$ cat src/rtl/xreq_cond_pkg.sv
package xreq_cond_pkg;
  typedef enum logic {
    TRIG_LEVEL = 1'b0,
    TRIG_FALL  = 1'b1
  } trig_e;

  localparam int unsigned SYNC_DEPTH = 2;
endpackage

$ cat src/rtl/xreq_sync.sv
module xreq_sync #(
  parameter int unsigned WIDTH  = 2,
  parameter int unsigned STAGES = 2,
  parameter logic [WIDTH-1:0] RST_VAL = '1
) (
  input  logic             clk,
  input  logic             rst_n,
  input  logic [WIDTH-1:0] async_i,
  output logic [WIDTH-1:0] sync_o
);
  logic [WIDTH-1:0] stage_q [STAGES];

  always_ff @(posedge clk or negedge rst_n) begin
    if (!rst_n) begin
      for (int i = 0; i < STAGES; i++) stage_q[i] <= RST_VAL;
    end else begin
      stage_q[0] <= async_i;
      for (int i = 1; i < STAGES; i++) stage_q[i] <= stage_q[i-1];
    end
  end

  assign sync_o = stage_q[STAGES-1];
endmodule

$ cat src/rtl/xreq_mask_path.sv
module xreq_mask_path
  import xreq_cond_pkg::*;
(
  input  logic  clk,
  input  logic  rst_n,
  input  logic  pin_s_n,
  input  logic  en,
  input  trig_e mode,
  input  logic  imask,
  input  logic  clr,
  output logic  req
);
  logic prev_q;
  logic latch_q;
  logic fall;

  assign fall = prev_q & ~pin_s_n;

  always_ff @(posedge clk or negedge rst_n) begin
    if (!rst_n) begin
      prev_q  <= 1'b1;
      latch_q <= 1'b0;
    end else begin
      prev_q <= pin_s_n;
      if (!en || mode != TRIG_FALL)    latch_q <= 1'b0;
      else if (fall)                   latch_q <= 1'b1;
      else if (clr)                    latch_q <= 1'b0;
    end
  end

  always_comb begin
    req = 1'b0;
    if (en && !imask) begin
      if (mode == TRIG_FALL) req = latch_q;
      else                   req = ~pin_s_n;
    end
  end
endmodule

$ cat src/rtl/xreq_nmi_gate.sv
module xreq_nmi_gate (
  input  logic clk,
  input  logic rst_n,
  input  logic pin_s_n,
  input  logic wr,
  input  logic wdata,
  output logic xmask,
  output logic req
);
  logic x_q;

  always_ff @(posedge clk or negedge rst_n) begin
    if (!rst_n)             x_q <= 1'b1;
    else if (wr && !wdata)  x_q <= 1'b0;
  end

  assign xmask = x_q;
  assign req   = ~x_q & ~pin_s_n;
endmodule

$ cat src/rtl/xreq_cond.sv
module xreq_cond
  import xreq_cond_pkg::*;
(
  input  logic clk,
  input  logic rst_n,
  input  logic mpin_n,
  input  logic npin_n,
  input  logic ctl_wr,
  input  logic ctl_en_wdata,
  input  logic ctl_mode_wdata,
  input  logic cpu_imask,
  input  logic xmask_wr,
  input  logic xmask_wdata,
  input  logic edge_clr,
  input  logic mreq_ack,
  input  logic stop_mode,
  output logic mreq_req,
  output logic nmreq_req,
  output logic wake_req,
  output logic xmask_q
);
  logic [1:0] pins_s;
  logic       en_q;
  trig_e      mode_q;

  xreq_sync #(.WIDTH(2), .STAGES(SYNC_DEPTH), .RST_VAL(2'b11)) u_sync (
    .clk     (clk),
    .rst_n   (rst_n),
    .async_i ({npin_n, mpin_n}),
    .sync_o  (pins_s)
  );

  always_ff @(posedge clk or negedge rst_n) begin
    if (!rst_n) begin
      en_q   <= 1'b0;
      mode_q <= TRIG_LEVEL;
    end else if (ctl_wr) begin
      en_q   <= ctl_en_wdata;
      mode_q <= trig_e'(ctl_mode_wdata);
    end
  end

  xreq_mask_path u_mpath (
    .clk     (clk),
    .rst_n   (rst_n),
    .pin_s_n (pins_s[0]),
    .en      (en_q),
    .mode    (mode_q),
    .imask   (cpu_imask),
    .clr     (edge_clr | mreq_ack),
    .req     (mreq_req)
  );

  xreq_nmi_gate u_ngate (
    .clk     (clk),
    .rst_n   (rst_n),
    .pin_s_n (pins_s[1]),
    .wr      (xmask_wr),
    .wdata   (xmask_wdata),
    .xmask   (xmask_q),
    .req     (nmreq_req)
  );

  assign wake_req = stop_mode & (mreq_req | nmreq_req);
endmodule

$ cat config.mk
export PLATFORM = sky130hd
export DESIGN_NAME = xreq_cond
export DESIGN_NICKNAME = d
export VERILOG_FILES = /design/src/rtl/xreq_cond_pkg.sv /design/src/rtl/xreq_sync.sv /design/src/rtl/xreq_mask_path.sv /design/src/rtl/xreq_nmi_gate.sv /design/src/rtl/xreq_cond.sv
export SDC_FILE = /design/constraint.sdc
export NUM_CORES = 1
export LEC_CHECK = 0
export ABC_AREA = 0
export BUFFER_PORTS_ARGS = -buffer_cell sky130_fd_sc_hd__buf_2
export CAP_MARGIN = 20
export CORE_AREA = 2 2 39 41
export CTS_CLUSTER_DIAMETER = 200
export DETAILED_ROUTE_END_ITERATION = 6
export DIE_AREA = 0 0 41 43
export GPL_ROUTABILITY_DRIVEN = 0
export PLACE_DENSITY_LB_ADDON = 0.2
export SLEW_MARGIN = 10
export SYNTH_ARGS = -nofsm -noshare
export SYNTH_HDL_FRONTEND = slang
export SYNTH_SLANG_ARGS = --single-unit
$ cat constraint.sdc
create_clock -name clk -period 1.9 [get_ports clk]
set_clock_uncertainty 0.15 [all_clocks]
set_input_delay 0.38 -clock clk [delete_from_list [all_inputs] [get_ports clk]]
set_output_delay 0.38 -clock clk [all_outputs]
set_load 0.05 [all_outputs]
### After elaboration in Yosys (flattened, before gate mapping)

Index checks and enable logic that the tools add are counted.

* $add $sub $neg: 0
* multipliers: 0
* div/mod/pow operators: 0
* $lt $le $gt $ge: 0
* equality and inequality tests: 0
* shift-type cells: 0
* mux-type cells: 5
* bitwise logic cells: 9
* reductions and logical operators: 7

Operators with widths (count)
* 2-to-1 mux 1 bit: 5
* NOT 1 bit: 4
* AND 1 bit: 3
* logical NOT 1 bit: 3
* nonzero test 3 bit: 1
* logical AND 1 bit: 2
* OR 1 bit: 2
* logical OR 1 bit: 1

* flip-flop bits (word level): 9
* bits in latches: 0
* bits in writable memories: 0
* ROM bits: 0
* output and inout bits: 4
* memories kept: 0

### Depth between registers and ports, before layout

Gate-level depths: netlist of the first run.

* depth in word-level cells: 5
* mapped depth: 2
* depth with buffers taken out: 2

### Hierarchy

From an unflattened synthesis of the first run, not the netlist that was laid out.

* cells, all modules: 26
* area, all modules: 349.1 um2

Modules (own cells, without submodules)
* xreq_sync: instances 1, cells an instance 6, area each 120.1 um2
* xreq_mask_path: instances 1, cells an instance 10, area each 97.6 um2
* xreq_cond: instances 1, cells an instance 6, area each 86.3 um2
* xreq_nmi_gate: instances 1, cells an instance 4, area each 45.0 um2

### Worst setup path after synthesis of the first run

No wires, ideal clock.

* path type: register to output
* start point: reg mode_q
* end point: out wake_req
* arrival: 1.574 ns
* data required time: 1.370 ns
* slack: -0.204 ns
* stages on the path, launching flop included: 3
* buffers on the path: 0
* cell sequence: dfrtp_1 > and2b_4 > o41ai_2

* cells in the longest elaborated chain, start to end: 4

RTL lines
* from (decl): line xreq_cond.sv:24 `trig_e mode_q;`
* from (signal assigned): line xreq_cond.sv:39 `mode_q <= trig_e'(ctl_mode_wdata);`
* 2-to-1 mux 1 bit: line xreq_mask_path.sv:34 `if (mode == TRIG_FALL) req = latch_q;`
* 2-to-1 mux 1 bit: line xreq_mask_path.sv:33 `if (en && !imask) begin`
* OR 1 bit: line xreq_cond.sv:64 `assign wake_req = stop_mode & (mreq_req | nmreq_req);`
* AND 1 bit: line xreq_cond.sv:64
* to (decl): line xreq_cond.sv:19 `output logic wake_req,`

Every way passes these cells.

### Worst setup path after layout of the first run

* start point: reg u_sync.stage_q (netlist bit u_sync.sync_o[0])
* end point: out wake_req

* cells in the longest elaborated chain, start to end: 5

RTL lines
* from (decl): line xreq_sync.sv:11 `logic [WIDTH-1:0] stage_q [STAGES];`
* NOT 1 bit: line xreq_mask_path.sv:35 `else req = ~pin_s_n;`
* 2-to-1 mux 1 bit: line xreq_mask_path.sv:34
* 2-to-1 mux 1 bit: line xreq_mask_path.sv:33
* OR 1 bit: line xreq_cond.sv:64
* AND 1 bit: line xreq_cond.sv:64

Every way passes these cells.

==> flow_metrics.py, run 1 <==
metrics = {
    "clock_network": {
        "cts_made_buffers": 3,
        "clk_path_buf_depth": 2,
        "cts.sinks": 9,
        "clkLatencyLatePin_ns": 0.25,
        "h-tree-depth": 1,
        "clk_pin_slew_ns": 0.06,
        "cts_tree": "yes",
        "clockRootBuffer": "clkbuf_4",
    },
    "sta": {
        "slew_headroom": 0.833,
        "rsz0062_at_grt": "false",
        "whs_ns": 0.0698,
        "max_clock_freq_mhz": 542,
        "finalCriticalPeriod_ns": 1.85,
        "tightest_slew_ns": 0.250,
        "setup_tns_ns": 0,
        "drv_slew": 0,
        "min_period_over_period": 0.972,
        "setup_viol": 0,
        "report.final.hold_viol_count": 0,
    },
    "placement": {
        "dpl.hpwl_um": 567,
        "io_buffers": 16,
    },
    "floorplanning": {
        "core_sq_mm": 0.00138,
        "io-pin-count": 17,
        "rows": 14,
        "initial_core_util": 0.256,
        "die_area_sq_mm": 0.00176,
        "die_y_um": 43,
        "fp.dieW_um": 41,
    },
    "detailed_routing": {
        "initialDrtViolationCount": 3,
        "vias": 258,
        "routedWlPerCell_um": 11.2,
        "routed_wl_um": 695,
        "dr.pass1.iters": 2,
        "avgViaCountPerCell": 4.16,
        "ant_nets": 0,
        "route.detailed.drc": 0,
    },
    "synth": {
        "synth_flop_cell": "dfstp_2",
        "async_flop_share": 1.00,
        "avgSynthCellArea_sq_um": 14.8,
        "ys_ff_latch": 9,
        "synth_area_leader_cell": "dfstp_2",
        "synth.yosys.warnings": 0,
        "netlist_top_cells_area": "dfstp_2 45%, dfrtp_1 21%, or3b_1 4.9%",
        "synth_common_cells": "6 x dfstp_2, 3 x dfrtp_1, 2 x nand2_1, 2 x or3b_1",
        "yosysSeqAreaShare": 0.657,
        "synth_edf_count": 0,
        "ys_types": 15,
        "synthesis.nets": 37,
        "synth_most_common_cell": "dfstp_2",
        "netlist_area_sq_um": 354,
        "synth_top_area_frac": 0.445,
        "syn-instance-count": 24,
    },
    "job": {
        "maxCapViolCount": 0,
    },
    "critical_path": {
        "crit_path_start_kind": "flip-flop",
        "crit_required_ns": 1.37,
        "timing.reg2reg.worst_path_depth": 2,
        "end_kind": "output pin",
        "worstPathArrival_ns": 1.32,
        "r2r_end": "u_mpath.latch_q",
        "r2r_start": "u_mpath.latch_q",
        "critPathLaunch": "u_sync.sync_o[0]",
        "r2r_setup_slack_ns": 0.82,
        "critical_path_class": "reg -> out",
        "critPathMaxFanout": 3,
    },
    "worst_hold_path": {
        "holdCritStartpoint": "npin_n",
        "min_path_cells": 1,
        "hold_class": "in -> reg",
        "holdPathEnd": "u_sync.stage_q[3]",
    },
    "run_status": {
        "outcome": "completed",
    },
    "finish": {
        "syn_to_final_growth_pct": 50.5,
        "num_antenna_cells": 0,
        "fillCellCount": 141,
        "drive_above_1_share": 0.674,
        "final_net_count": 60,
    },
    "grt": {
        "grt_max_degree": 10,
        "track_usage": 0.106,
        "overflow": 0,
        "antenna_found_initial": 0,
        "grt_pass1_vias": 271,
        "grt_pass1_wl_um": 1120,
    },
    "power": {
        "power_density_mw_per_mm2": 806,
        "ir_worst_vdd_uv": 351,
        "p_leak_nw": 0.252,
    },
}
[metal layers]
metal / up-vias / GRT usage / wire, um
met5: - / 0 / 0
met4: 0 / 0.100 / 10
met3: 2 / 0.0471 / 56
met2: 14 / 0.153 / 347
met1: 116 / 0.104 / 280
li1: 126 / - / -
[cell type report]
type | instances | area [sq um] | area share
inverter | 1 | 3.75 | 0.00704
sequential | 9 | 233 | 0.437
clock buffer | 4 | 26.3 | 0.0493
timing repair buffer | 18 | 110 | 0.207
multi-input combinational | 14 | 140 | 0.263
tap | 16 | 20.0 | 0.0376
[cell usage in the layout (no fill, tap or decap)]
cell type      count
a21boi_1           1
mux2_1             1
clkbuf_4           3
buf_2             14
nand2b_1           1
dfstp_2            6
o41ai_4            1
mux2_2             1
dfrtp_1            3
or3b_1             2
clkbuf_1           1
nand2_1            2
dlygate4sd3_1      1
and2b_4            1
nor4b_4            1
buf_4              1
buf_6              2
nor2_1             1
a21oi_1            1
nor2b_2            1
inv_1              1
[per-stage QoR]
step	instance area [sq um]	setup WS (ns)	std cells	utilization	power [mW]
after floorplan	374	0.0870	24	-	0.256
after global placement	474	0.158	56	0.343	0.279
after detailed placement	474	0.148	56	0.343	0.282
after CTS	529	0.000153	62	0.382	0.437
after global routing	533	0.00719	62	0.385	0.456
final	533	0.0540	62	0.385	0.430
[cell families after synthesis]
group / synth area share
DFF: 0.657
and+or+nand+nor: 0.187
AOI/OAI and AO/OA: 0.0813
muxes: 0.0636
buffers and inverters: 0.0106
[state kept, by name (all words and copies together), names as in the netlist]
register,flops
u_sync.stage_q,2
u_sync.sync_o,2
en_q,1
mode_q,1
u_mpath.latch_q,1
u_mpath.prev_q,1
u_ngate.xmask,1
[how the worst max path moves through the flow]
stage	to	slack [ns]	cells after the start
2_1_floorplan	wake_req	0.09	2
3_3_place_gp	wake_req	0.16	4
3_5_place_dp	wake_req	0.15	4
4_1_cts	wake_req	0.0002	3
5_1_grt	wake_req	0.007	3
6_report	wake_req	0.05	3
[critical path, cell delays in order, from the launching register on]
cell and delay, ns:
dfstp_2 0.53, nor2b_2 0.26, o41ai_4 0.11, buf_6 0.16
[repair_timing]
item,in CTS,in global routing
endpoints found under the hold margin,3,0
setup buffers,1,0
hold buffers,1,0
pin swaps,0,1
resized for setup,4,1
gates cloned,0,0
endpoints found under the setup margin,2,2
[power by group]
| group | switching, mW | total (mW) | internal [mW] |
|---|---|---|---|
| sequential | 0.00601 | 0.213 | 0.207 |
| clock | 0.0612 | 0.142 | 0.0806 |
| combinational | 0.0394 | 0.0753 | 0.0359 |
No activity file was read; power rests on OpenSTA's default activity.
==> run 2, diff against run 1 <==
Settings changed: RECOVER_POWER set to 50.
==> flow_metrics.py, run 2 (synthesis gave the netlist of run 1 again) <==
metrics = {
    "critical_path": {
        "critPathLaunch": "u_sync.sync_o[0]",
        "worstPathArrival_ns": 1.32,
        "crit_path_start_kind": "flip-flop",
        "r2r_start": "u_mpath.latch_q",
        "timing.reg2reg.worst_path_depth": 2,
        "critPathMaxFanout": 3,
        "crit_required_ns": 1.37,
        "critical_path_class": "reg -> out",
        "r2r_setup_slack_ns": 0.82,
        "r2r_end": "u_mpath.latch_q",
        "end_kind": "output pin",
    },
    "grt": {
        "track_usage": 0.106,
        "grt_pass1_vias": 271,
        "grt_pass1_wl_um": 1120,
        "overflow": 0,
        "grt_max_degree": 10,
        "antenna_found_initial": 0,
    },
    "floorplanning": {
        "die_y_um": 43,
        "core_sq_mm": 0.00138,
        "die_area_sq_mm": 0.00176,
        "rows": 14,
        "fp.dieW_um": 41,
        "io-pin-count": 17,
        "initial_core_util": 0.256,
    },
    "detailed_routing": {
        "ant_nets": 0,
        "vias": 258,
        "initialDrtViolationCount": 3,
        "dr.pass1.iters": 2,
        "routed_wl_um": 695,
        "route.detailed.drc": 0,
        "routedWlPerCell_um": 11.2,
        "avgViaCountPerCell": 4.16,
    },
    "clock_network": {
        "clkLatencyLatePin_ns": 0.25,
        "clk_path_buf_depth": 2,
        "cts_tree": "yes",
        "clockRootBuffer": "clkbuf_4",
        "cts.sinks": 9,
        "cts_made_buffers": 3,
        "clk_pin_slew_ns": 0.06,
        "h-tree-depth": 1,
    },
    "finish": {
        "syn_to_final_growth_pct": 50.2,
        "drive_above_1_share": 0.652,
        "final_common_cell": "buf_2",
        "num_antenna_cells": 0,
        "final_cell_mix": "13 x buf_2, 6 x dfstp_2, 3 x clkbuf_4, 3 x dfrtp_1",
        "final_net_count": 60,
    },
    "placement": {
        "io_buffers": 16,
        "dpl.hpwl_um": 567,
    },
    "worst_hold_path": {
        "hold_class": "in -> reg",
        "holdCritStartpoint": "npin_n",
        "min_path_cells": 1,
        "holdPathEnd": "u_sync.stage_q[3]",
    },
    "sta": {
        "slew_headroom": 0.694,
        "tightest_slew_ns": 0.459,
        "max_clock_freq_mhz": 542,
        "rsz0062_at_grt": "false",
        "report.final.hold_viol_count": 0,
        "min_period_over_period": 0.972,
        "setup_tns_ns": 0,
        "setup_viol": 0,
        "finalCriticalPeriod_ns": 1.85,
        "drv_slew": 0,
    },
    "power": {
        "power_density_mw_per_mm2": 808,
        "p_leak_nw": 0.249,
        "finalPower_uw": 429,
        "ir_worst_vdd_uv": 351,
    },
    "job": {
        "maxCapViolCount": 0,
    },
    "run_status": {
        "outcome": "completed",
    },
}
-- run 2: worst max-delay path, stage by stage (launching register included) --
cell,delay [ns]
dfstp_2,0.53
nor2b_2,0.26
o41ai_4,0.11
buf_6,0.16
-- run 2: area by class of cell --
cell class                 instances  area, sq um
inverter                           1         3.75
timing repair buffer              18          109
tap                               16         20.0
fill                             142          852
multi-input combinational         14          140
clock buffer                       4         26.3
sequential                         9          233
-- run 2: layer usage --
layer / GRT usage / wire length (um) / part of all wire
met1: 0.104 / 280 / 0.40
met2: 0.153 / 347 / 0.50
met3: 0.0471 / 56 / 0.081
met4: 0.100 / 10 / 0.014
met5: 0 / 0 / 0
-- run 2: per-stage QoR --
step / hold WS, ns / utilization / std cells / area, sq um / worst slack, ns
after floorplan: -0.0656 / - / 24 / 374 / 0.0870
after CTS: 0.0613 / 0.382 / 62 / 529 / 0.000153
after global placement: 0.0829 / 0.343 / 56 / 474 / 0.158
final: 0.0698 / 0.384 / 62 / 532 / 0.0540
after global routing: 0.0568 / 0.384 / 62 / 532 / 0.00719
after detailed placement: 0.0889 / 0.343 / 56 / 474 / 0.148
-- run 2: worst max path at each step --
| stage | to | slack [ns] |
|---|---|---|
| floorplan | wake_req | 0.09 |
| global placement | wake_req | 0.16 |
| CTS | wake_req | 0.0002 |
| detailed placement | wake_req | 0.15 |
| finish | wake_req | 0.05 |
| global route | wake_req | 0.007 |
-- run 2: repair_timing --
action / CTS / global route
setup buffers: 1 / 0
gates resized for setup: 4 / 1
hold buffers: 1 / 0
setup endpoints to repair: 2 / 2
pin swaps: 0 / 1
endpoints found under the hold margin: 3 / 0
-- run 2: power breakdown --
| part | leakage, nW | total [mW] | switching [mW] | internal (mW) |
|---|---|---|---|---|
| Clock | 0.0150 | 0.142 | 0.0612 | 0.0806 |
| Sequential | 0.100 | 0.213 | 0.00601 | 0.207 |
| Combinational | 0.134 | 0.0750 | 0.0394 | 0.0356 |
| Total | 0.249 | 0.429 | 0.107 | 0.323 |
